### src/rtl/duty50_pkg.sv
`timescale 1ns/1ps
package duty50_pkg;

  // Ratio selected by a code: codes count upward from the base ratio.
  function automatic int ratio_of(input int code, input int base);
    return base + code;
  endfunction

  // Whole input cycles the rising-edge phase stays high in one period.
  function automatic int lead_cycles(input int ratio);
    return ratio / 2;
  endfunction

  // Odd ratios need the half-cycle stretch.
  function automatic bit needs_stretch(input int ratio);
    return (ratio % 2) == 1;
  endfunction

endpackage

### src/rtl/duty50_ratio_hold.sv
`timescale 1ns/1ps
module duty50_ratio_hold #(
  parameter int CODE_W = 2
) (
  input  logic              clk,
  input  logic              rst,
  input  logic              load,
  input  logic [CODE_W-1:0] code_in,
  output logic [CODE_W-1:0] code_q
);

  // The code in use is only replaced at a period boundary (or in reset).
  always_ff @(posedge clk) begin
    if (load) begin
      code_q <= code_in;
    end
  end

  assert_code_hold_R6: assert property (@(posedge clk) disable iff (rst)
    !load |=> $stable(code_q))
    else $error("code in use changed inside a period");

endmodule

### src/rtl/duty50_phase_gen.sv
`timescale 1ns/1ps
module duty50_phase_gen
  import duty50_pkg::*;
#(
  parameter int CODE_W     = 2,
  parameter int RATIO_BASE = 3,
  parameter int CNT_W      = 3
) (
  input  logic              clk,
  input  logic              rst,
  input  logic [CODE_W-1:0] code,
  output logic              wrap,
  output logic              lead_q
);

  logic [CNT_W-1:0] cnt_q;
  logic [CNT_W-1:0] cnt_nxt;
  logic [CNT_W-1:0] ratio_v;
  logic [CNT_W-1:0] half_v;
  logic             run_q;

  assign ratio_v = CNT_W'(ratio_of(int'(code), RATIO_BASE));
  assign half_v  = CNT_W'(lead_cycles(ratio_of(int'(code), RATIO_BASE)));

  // Period boundary: last count of the period, or first edge after reset.
  always_comb begin
    wrap    = !run_q || (cnt_q == ratio_v - CNT_W'(1));
    cnt_nxt = wrap ? '0 : cnt_q + CNT_W'(1);
  end

  always_ff @(posedge clk or posedge rst) begin
    if (rst) begin
      cnt_q  <= '0;
      lead_q <= 1'b0;
      run_q  <= 1'b0;
    end else begin
      cnt_q  <= cnt_nxt;
      lead_q <= (cnt_nxt < half_v);
      run_q  <= 1'b1;
    end
  end

  assert_cnt_bound_R1: assert property (@(posedge clk) disable iff (rst)
    run_q |-> (cnt_q < ratio_v))
    else $error("period counter beyond ratio");

  assert_period_open_R2: assert property (@(posedge clk) disable iff (rst)
    wrap |=> (lead_q && cnt_q == '0))
    else $error("period did not open high");

  assert_first_edge_R5: assert property (@(posedge clk) disable iff (rst)
    !run_q |=> (run_q && lead_q))
    else $error("first edge after reset not high");

endmodule

### src/rtl/duty50_half_lag.sv
`timescale 1ns/1ps
module duty50_half_lag (
  input  logic clk,
  input  logic rst,
  input  logic lead_q,
  input  logic stretch,
  output logic div_clk
);

  logic lag_q;

  // Half-cycle delayed copy of the rising-edge phase.
  always_ff @(negedge clk or posedge rst) begin
    if (rst) begin
      lag_q <= 1'b0;
    end else begin
      lag_q <= lead_q;
    end
  end

  assign div_clk = stretch ? (lead_q | lag_q) : lead_q;

  assert_lag_follow_R2: assert property (@(posedge clk) disable iff (rst)
    lag_q == lead_q)
    else $error("falling-edge copy out of step");

endmodule

### src/rtl/duty50_divider.sv
`timescale 1ns/1ps
module duty50_divider
  import duty50_pkg::*;
#(
  parameter int CODE_W     = 2,
  parameter int RATIO_BASE = 3,
  parameter int NUM_PAIRS  = 2
) (
  input  logic                 clk_in,
  input  logic                 mr,
  input  logic [CODE_W-1:0]    div_code,
  output logic [NUM_PAIRS-1:0] out_p,
  output logic [NUM_PAIRS-1:0] out_n
);

  localparam int MAX_RATIO = ratio_of((2 ** CODE_W) - 1, RATIO_BASE);
  localparam int CNT_W     = $clog2(MAX_RATIO);

  logic              wrap;
  logic              lead_q;
  logic              stretch;
  logic              div_clk;
  logic [CODE_W-1:0] code_q;

  duty50_ratio_hold #(.CODE_W(CODE_W)) hold_i (
    .clk     (clk_in),
    .rst     (mr),
    .load    (wrap),
    .code_in (div_code),
    .code_q  (code_q)
  );

  duty50_phase_gen #(
    .CODE_W     (CODE_W),
    .RATIO_BASE (RATIO_BASE),
    .CNT_W      (CNT_W)
  ) phase_i (
    .clk    (clk_in),
    .rst    (mr),
    .code   (code_q),
    .wrap   (wrap),
    .lead_q (lead_q)
  );

  assign stretch = needs_stretch(ratio_of(int'(code_q), RATIO_BASE));

  duty50_half_lag lag_i (
    .clk     (clk_in),
    .rst     (mr),
    .lead_q  (lead_q),
    .stretch (stretch),
    .div_clk (div_clk)
  );

  for (genvar g = 0; g < NUM_PAIRS; g++) begin : g_pair
    assign out_p[g] = div_clk;
    assign out_n[g] = ~div_clk;
  end

  always @(negedge clk_in) begin
    if (mr) begin
      assert_reset_level_R3: assert (out_p == '0 && out_n == '1)
        else $error("outputs not at reset level");
    end
  end

endmodule

### config.mk
export PLATFORM = sky130hd
export DESIGN_NAME = duty50_divider
export DESIGN_NICKNAME = d
export VERILOG_FILES = /design/src/rtl/duty50_pkg.sv /design/src/rtl/duty50_ratio_hold.sv /design/src/rtl/duty50_phase_gen.sv /design/src/rtl/duty50_half_lag.sv /design/src/rtl/duty50_divider.sv
export SDC_FILE = /design/constraint.sdc
export NUM_CORES = 1
export LEC_CHECK = 0
export BUFFER_PORTS_ARGS = -buffer_cell sky130_fd_sc_hd__clkbuf_2
export CAP_MARGIN = 20
export CELL_PAD_IN_SITES_DETAIL_PLACEMENT = 0
export CELL_PAD_IN_SITES_GLOBAL_PLACEMENT = 2
export CORE_AREA = 3 3 40 42
export CTS_BUF_LIST = sky130_fd_sc_hd__clkbuf_8
export DETAILED_ROUTE_END_ITERATION = 10
export DIE_AREA = 0 0 43 45
export HOLD_SLACK_MARGIN = 0.12
export PLACE_DENSITY_LB_ADDON = 0.1
export SLEW_MARGIN = 20
export SYNTH_ARGS = -nofsm -noshare
export SYNTH_HDL_FRONTEND = slang
export SYNTH_HIERARCHICAL = 1
export SYNTH_SLANG_ARGS = --single-unit
### constraint.sdc
create_clock -name clk_in -period 3.5 [get_ports clk_in]
set_input_delay 0.7 -clock clk_in [delete_from_list [all_inputs] [get_ports clk_in]]
set_output_delay 0.7 -clock clk_in [all_outputs]
set_load 0.05 [all_outputs]
==> impl_metrics.json, run 1 <==
{
  "peakVddDrop_mv": 0.307,
  "worst_hold_slack_ns": 0.353,
  "wl_per_cell_um": 10.5,
  "place_hpwl_um": 530,
  "yosys-top-cells-area": "dfrtp_1, edfxtp_1, ha_1",
  "die_w_um": 43,
  "synth_cell_types": 17,
  "crit_family": "flip-flops",
  "portBuffers": 7,
  "yosys_warnings": 6,
  "grt_max_degree": 7,
  "syn-num-nets": 47,
  "h-tree-depth": 1,
  "fin_cells": 62,
  "drive_gt1_frac": 0.255,
  "cts.path.max_buffers": 2,
  "cp.required_ns": 2.80,
  "synthFlopType": "dfrtp_1",
  "antennaDiodeCount": 0,
  "yosys.area.top_type": "dfrtp_1",
  "die_h_um": 45,
  "routed_via_density": 4.21,
  "avgSynthCellArea_um2": 10.7,
  "worstPathMaxFanout": 3,
  "num-nets-final": 56,
  "drtIter0Drc": 4,
  "critPathBufInv": 2,
  "first_pass_iters": 2,
  "cts_tree": "built",
  "skew_ns": 0.0213,
  "p_leak_nw": 0.269,
  "antenna_found_initial": 0,
  "final_util": 0.406,
  "crit_type": "register to primary output",
  "cts_buffers": 3,
  "io_pins": 8,
  "globalplace.congestion": 0.659,
  "die_area_um2": 1940,
  "arrival_ns": 2.86,
  "cap_violations": 0,
  "dp.cells": 58,
  "fin_ws_ns": -0.0581,
  "power.density_nw_per_um2": 779,
  "slowest_delay_ns": 0.38,
  "drv_slew": 0,
  "cts_sinks": 8,
  "worstSetupEndpointType": "primary output",
  "cts-root-buf": "clkbuf_8",
  "async_flop_share": 0.750,
  "path_clk_slew_ns": 0.04,
  "postCtsSetupBuffers": 0,
  "hp-class": "primary input to async pin",
  "setup_viol": 4,
  "synth_most_common_cell": "inv_1",
  "fp.coreArea_um2": 1280,
  "status": "finished with violations",
  "slowest_stage": "dfrtn_1",
  "drc_errors": 0,
  "synthCells": 39,
  "drt.antenna.violating_nets": 0,
  "synth.top_cell.area_share": 0.299,
  "syn2layout_area_growth_pct": 24.5,
  "start_util": 0.326,
  "violations": "setup timing",
  "rsz0062_at_grt": "yes",
  "synth-seq-area-share": 0.501,
  "ctsHoldBuffers": 0,
  "cp_cell_sequence": "a21o_1, clkinvlp_4, clkbuf_8",
  "n_fill_cell": 129,
  "grt_pass1_vias": 300,
  "vias": 261,
  "track_usage": 0.0950,
  "cp-start-kind": "register",
  "synth_edf_count": 2,
  "grt_pass1_wl_um": 1240,
  "ys_ff_latch": 8,
  "num_rows": 13,
  "drt_wl_total_um": 648,
  "syn_area_um2": 419,
  "clock_latency_ns": 0.25,
  "synthTopCellsByCount": "inv_1, dfrtp_1, ha_1, nor2_1, buf_4",
  "report.final.hold_viol_count": 0,
  "grt_overflow": 0
}
==> registers in the layout, indices dropped and copies added, names as in the netlist <==
name	count
lag_i/lag_q	1
phase_i/run_q	1
phase_i/lead_q	1
hold_i/code_q	2
phase_i/cnt_q	3
==> layer usage <==
metal,part of all wire,vias up,GRT usage
li1,-,132,-
met1,0.38,118,0.0918
met2,0.52,8,0.156
met3,0.051,3,0.0359
met4,0.042,0,0.0904
met5,0,-,0
==> worst paths after layout <==
kind	start	endpoint	slack (ns)	depth (start not counted)
hold reg to reg	phase_i/cnt_q[0]$_DFF_PP0_	phase_i/cnt_q[0]$_DFF_PP0_	0.52	1
setup reg to reg	phase_i/lead_q$_DFF_PP0_	lag_i/lag_q$_DFF_NP0_	1.25	0
hold / removal	mr	phase_i/run_q$_DFF_PP0_	0.35	2
max in group asynchronous	mr	lag_i/lag_q$_DFF_NP0_	1.47	2
min in group clk_in	phase_i/cnt_q[0]$_DFF_PP0_	phase_i/cnt_q[0]$_DFF_PP0_	0.52	1
setup / recovery	lag_i/lag_q$_DFF_NP0_	out_n[1]	-0.06	3
==> cells by family after synthesis <==
| group | after synthesis | share of synthesized area |
|---|---|---|
| buffers and inverters | 11 | 0.125 |
| flip-flops | 8 | 0.501 |
| AO/OA/AOI/OAI | 5 | 0.0866 |
| AND/OR/NAND/NOR | 5 | 0.0507 |
| adder cells (fa/ha/maj) | 4 | 0.119 |
| XOR/XNOR | 4 | 0.0836 |
| other | 1 | 0.00895 |
| multiplexers | 1 | 0.0239 |
==> per-stage QoR <==
step	setup slack (ns)	TNS, ns	power [mW]	instance area, um^2
after global placement	0.189	0	0.275	454
after detailed placement	0.146	0	0.278	454
after CTS	-0.0788	-0.223	0.412	522
final	-0.0581	-0.152	0.406	522
after floorplan	-0.000565	-0.000565	0.269	427
after global routing	-0.139	-0.422	0.433	522
==> power breakdown <==
part           leakage [nW]  internal (mW)  total, mW  switching [mW]
Combinational         0.150         0.0598      0.166           0.106
Sequential           0.0923          0.116      0.128          0.0114
Clock                0.0269         0.0760      0.113          0.0368
Total                 0.269          0.252      0.406           0.154
==> layout make-up <==
type,count,area [um^2],share of cell area
Clock inverter,1,3.75,0.00719
Clock buffer,3,41.3,0.0791
Timing Repair Buffer,7,57.6,0.110
Tap cell,15,18.8,0.0360
Multi-Input combinational cell,20,156,0.300
Sequential cell,8,210,0.403
Inverter,8,33.8,0.0647
==> repair_timing <==
item	CTS	global route
endpoints found under the setup margin	4	4
pin swaps	1	1
resized for setup	6	0
==> cell usage in the layout (no fill, tap or decap), types with 2 or more instances in the layout <==
cell      synthesis  layout
xor2_1            2       2
nor2_1            4       4
dfrtp_1           5       5
clkbuf_8          0       5
ha_1              4       4
inv_1             8       8
edfxtp_1          2       2
clkbuf_4          0       2
clkbuf_2          0       3
xnor2_1           2       2
Power figures use the tool's default switching activity.
==> run 2: changes to the inputs <==
clock period = 3.75 ns   (was 3.5 ns; I/O delays follow)
==> run 2 against run 1 <==
The run now ends clean. Worst setup slack improved by 0.11 ns. Sequential share of layout area rose by 2.1 points. Clock-buffer cell count did not move. Die area did not move. Sequential cell count did not move. Cell count did not move. Combinational power fell by 20%. Final area fell by 5.0%. Critical path depth did not move. Sequential power fell by 6%. Critical endpoint unchanged. Wire length fell by 1.1%.
==> impl_metrics.json, run 2 (synthesized netlist as in run 1, its figures left out) <==
{
  "cp_cell_sequence": "a21o_1, inv_1, clkbuf_2",
  "skew_ns": 0.0163,
  "start_util": 0.326,
  "syn2layout_area_growth_pct": 18.2,
  "clockPowerShare": 0.291,
  "worstSetupEndpointType": "primary output",
  "final_util": 0.386,
  "drt.antenna.violating_nets": 0,
  "crit_type": "register to primary output",
  "layout_commonest_cell": "inv_1",
  "ctsHoldBuffers": 0,
  "n_fill_cell": 130,
  "cts_tree": "built",
  "wl_per_cell_um": 10.3,
  "intPower_uw": 217,
  "p_sw_frac": 0.390,
  "peakVddDrop_mv": 0.263,
  "grt_max_degree": 7,
  "die_w_um": 43,
  "largest_register_ff_count": 3,
  "num_rows": 13,
  "antenna_found_initial": 0,
  "io_pins": 8,
  "cts-root-buf": "clkbuf_8",
  "track_usage": 0.0791,
  "seq_power_share": 0.336,
  "largest_registers": "phase_i/cnt_q x3, hold_i/code_q x2",
  "power_uw": 357,
  "finalSetupTns_ns": 0,
  "postCtsSetupBuffers": 0,
  "multiInputGateArea_um2": 156,
  "cts_sinks": 8,
  "hp-class": "primary input to async pin",
  "grt_overflow": 0,
  "vias": 249,
  "die_h_um": 45,
  "cts.path.max_buffers": 2,
  "die_area_um2": 1940,
  "cap_violations": 0,
  "clock_latency_ns": 0.24,
  "status": "finished, final reports clean",
  "grt_pass1_wl_um": 1060,
  "fp.coreArea_um2": 1280,
  "power.density_nw_per_um2": 720,
  "drt_wl_total_um": 641,
  "p_switching_uw": 139,
  "cts_buffers": 3,
  "rrSetupSlack_ns": 1.36,
  "p_comb_frac": 0.373,
  "report.final.hold_viol_count": 0,
  "drtIter0Drc": 3,
  "arrival_ns": 2.95,
  "first_pass_iters": 2,
  "h-tree-depth": 1,
  "drv_slew": 0,
  "place_hpwl_um": 516,
  "top_register": "phase_i/cnt_q",
  "drive_gt1_frac": 0.234,
  "slowest_delay_ns": 0.32,
  "path_clk_slew_ns": 0.04,
  "drc_errors": 0,
  "final_cell_mix": "inv_1, clkbuf_2, dfrtp_1",
  "portBuffers": 7,
  "worstPathMaxFanout": 3,
  "seqCellArea_um2": 210,
  "globalplace.congestion": 0.660,
  "post_cts_resized": 0,
  "num-nets-final": 56,
  "cp.required_ns": 3.00,
  "grt_pass1_vias": 257,
  "cp-start-kind": "register",
  "routed_via_density": 4.02,
  "setup_viol": 0,
  "rsz0062_at_grt": "no",
  "p_leak_nw": 0.271,
  "slowest_stage": "dfrtn_1",
  "antennaDiodeCount": 0
}
[run 2: cell types whose count changed in the layout (fill, tap and decap cells not counted)]
cell / previous run / this run
clkbuf_4: 2 / 0
clkbuf_8: 5 / 3
clkinvlp_4: 1 / 0
inv_1: 8 / 9
clkbuf_2: 3 / 7
[run 2: cell type report]
cell class                      count  area share
Clock buffer                        3      0.0833
Clock inverter                      1     0.00758
Inverter                            8      0.0606
Multi-Input combinational cell     20       0.316
Sequential cell                     8       0.424
Tap cell                           15      0.0379
Timing Repair Buffer                7      0.0707
[run 2: layer usage]
metal | vias to the layer above | routed length (um) | track usage
met5 | - | 0 | 0
met4 | 0 | 0 | 0.0542
met3 | 0 | 33 | 0.0359
met2 | 5 | 321 | 0.120
met1 | 111 | 286 | 0.0896
li1 | 133 | - | -
[run 2: path summary, 6_finish.rpt]
path	start	endpoint	cells after the start
worst min register to register	phase_i/cnt_q[0]$_DFF_PP0_	phase_i/cnt_q[0]$_DFF_PP0_	1
worst min-delay path	mr	phase_i/cnt_q[2]$_DFF_PP0_	2
max in group asynchronous	mr	lag_i/lag_q$_DFF_NP0_	2
worst max register to register	phase_i/lead_q$_DFF_PP0_	lag_i/lag_q$_DFF_NP0_	0
min in group clk_in	phase_i/cnt_q[0]$_DFF_PP0_	phase_i/cnt_q[0]$_DFF_PP0_	1
worst max-delay path	lag_i/lag_q$_DFF_NP0_	out_n[1]	3
[run 2: through the flow]
| step | hold slack, ns | instance area [um^2] | setup WS [ns] | std cells |
|---|---|---|---|---|
| floorplan | 0.467 | 419 | 0.0446 | 39 |
| global placement | 0.515 | 450 | 0.325 | 58 |
| detailed placement | 0.523 | 450 | 0.302 | 58 |
| CTS | 0.404 | 495 | 0.0394 | 62 |
| global route | 0.420 | 495 | 0.00553 | 62 |
| finish | 0.406 | 495 | 0.0481 | 62 |
[run 2: power by group through the flow]
stage          Clock, mW  Combinational (mW)  Sequential [mW]
6_report           0.104               0.133            0.120
3_3_place_gp           0               0.132            0.121
4_1_cts            0.107               0.135            0.120
2_1_floorplan          0               0.126            0.118
5_1_grt            0.115               0.142            0.122
3_5_place_dp           0               0.134            0.121
[run 2: worst max-delay path, delay by kind of cell, from the launching register on]
| kind | cells | cell delay, ns |
|---|---|---|
| flip-flops | 1 | 0.32 |
| buffers and inverters | 2 | 0.34 |
| AO/OA/AOI/OAI | 1 | 0.18 |
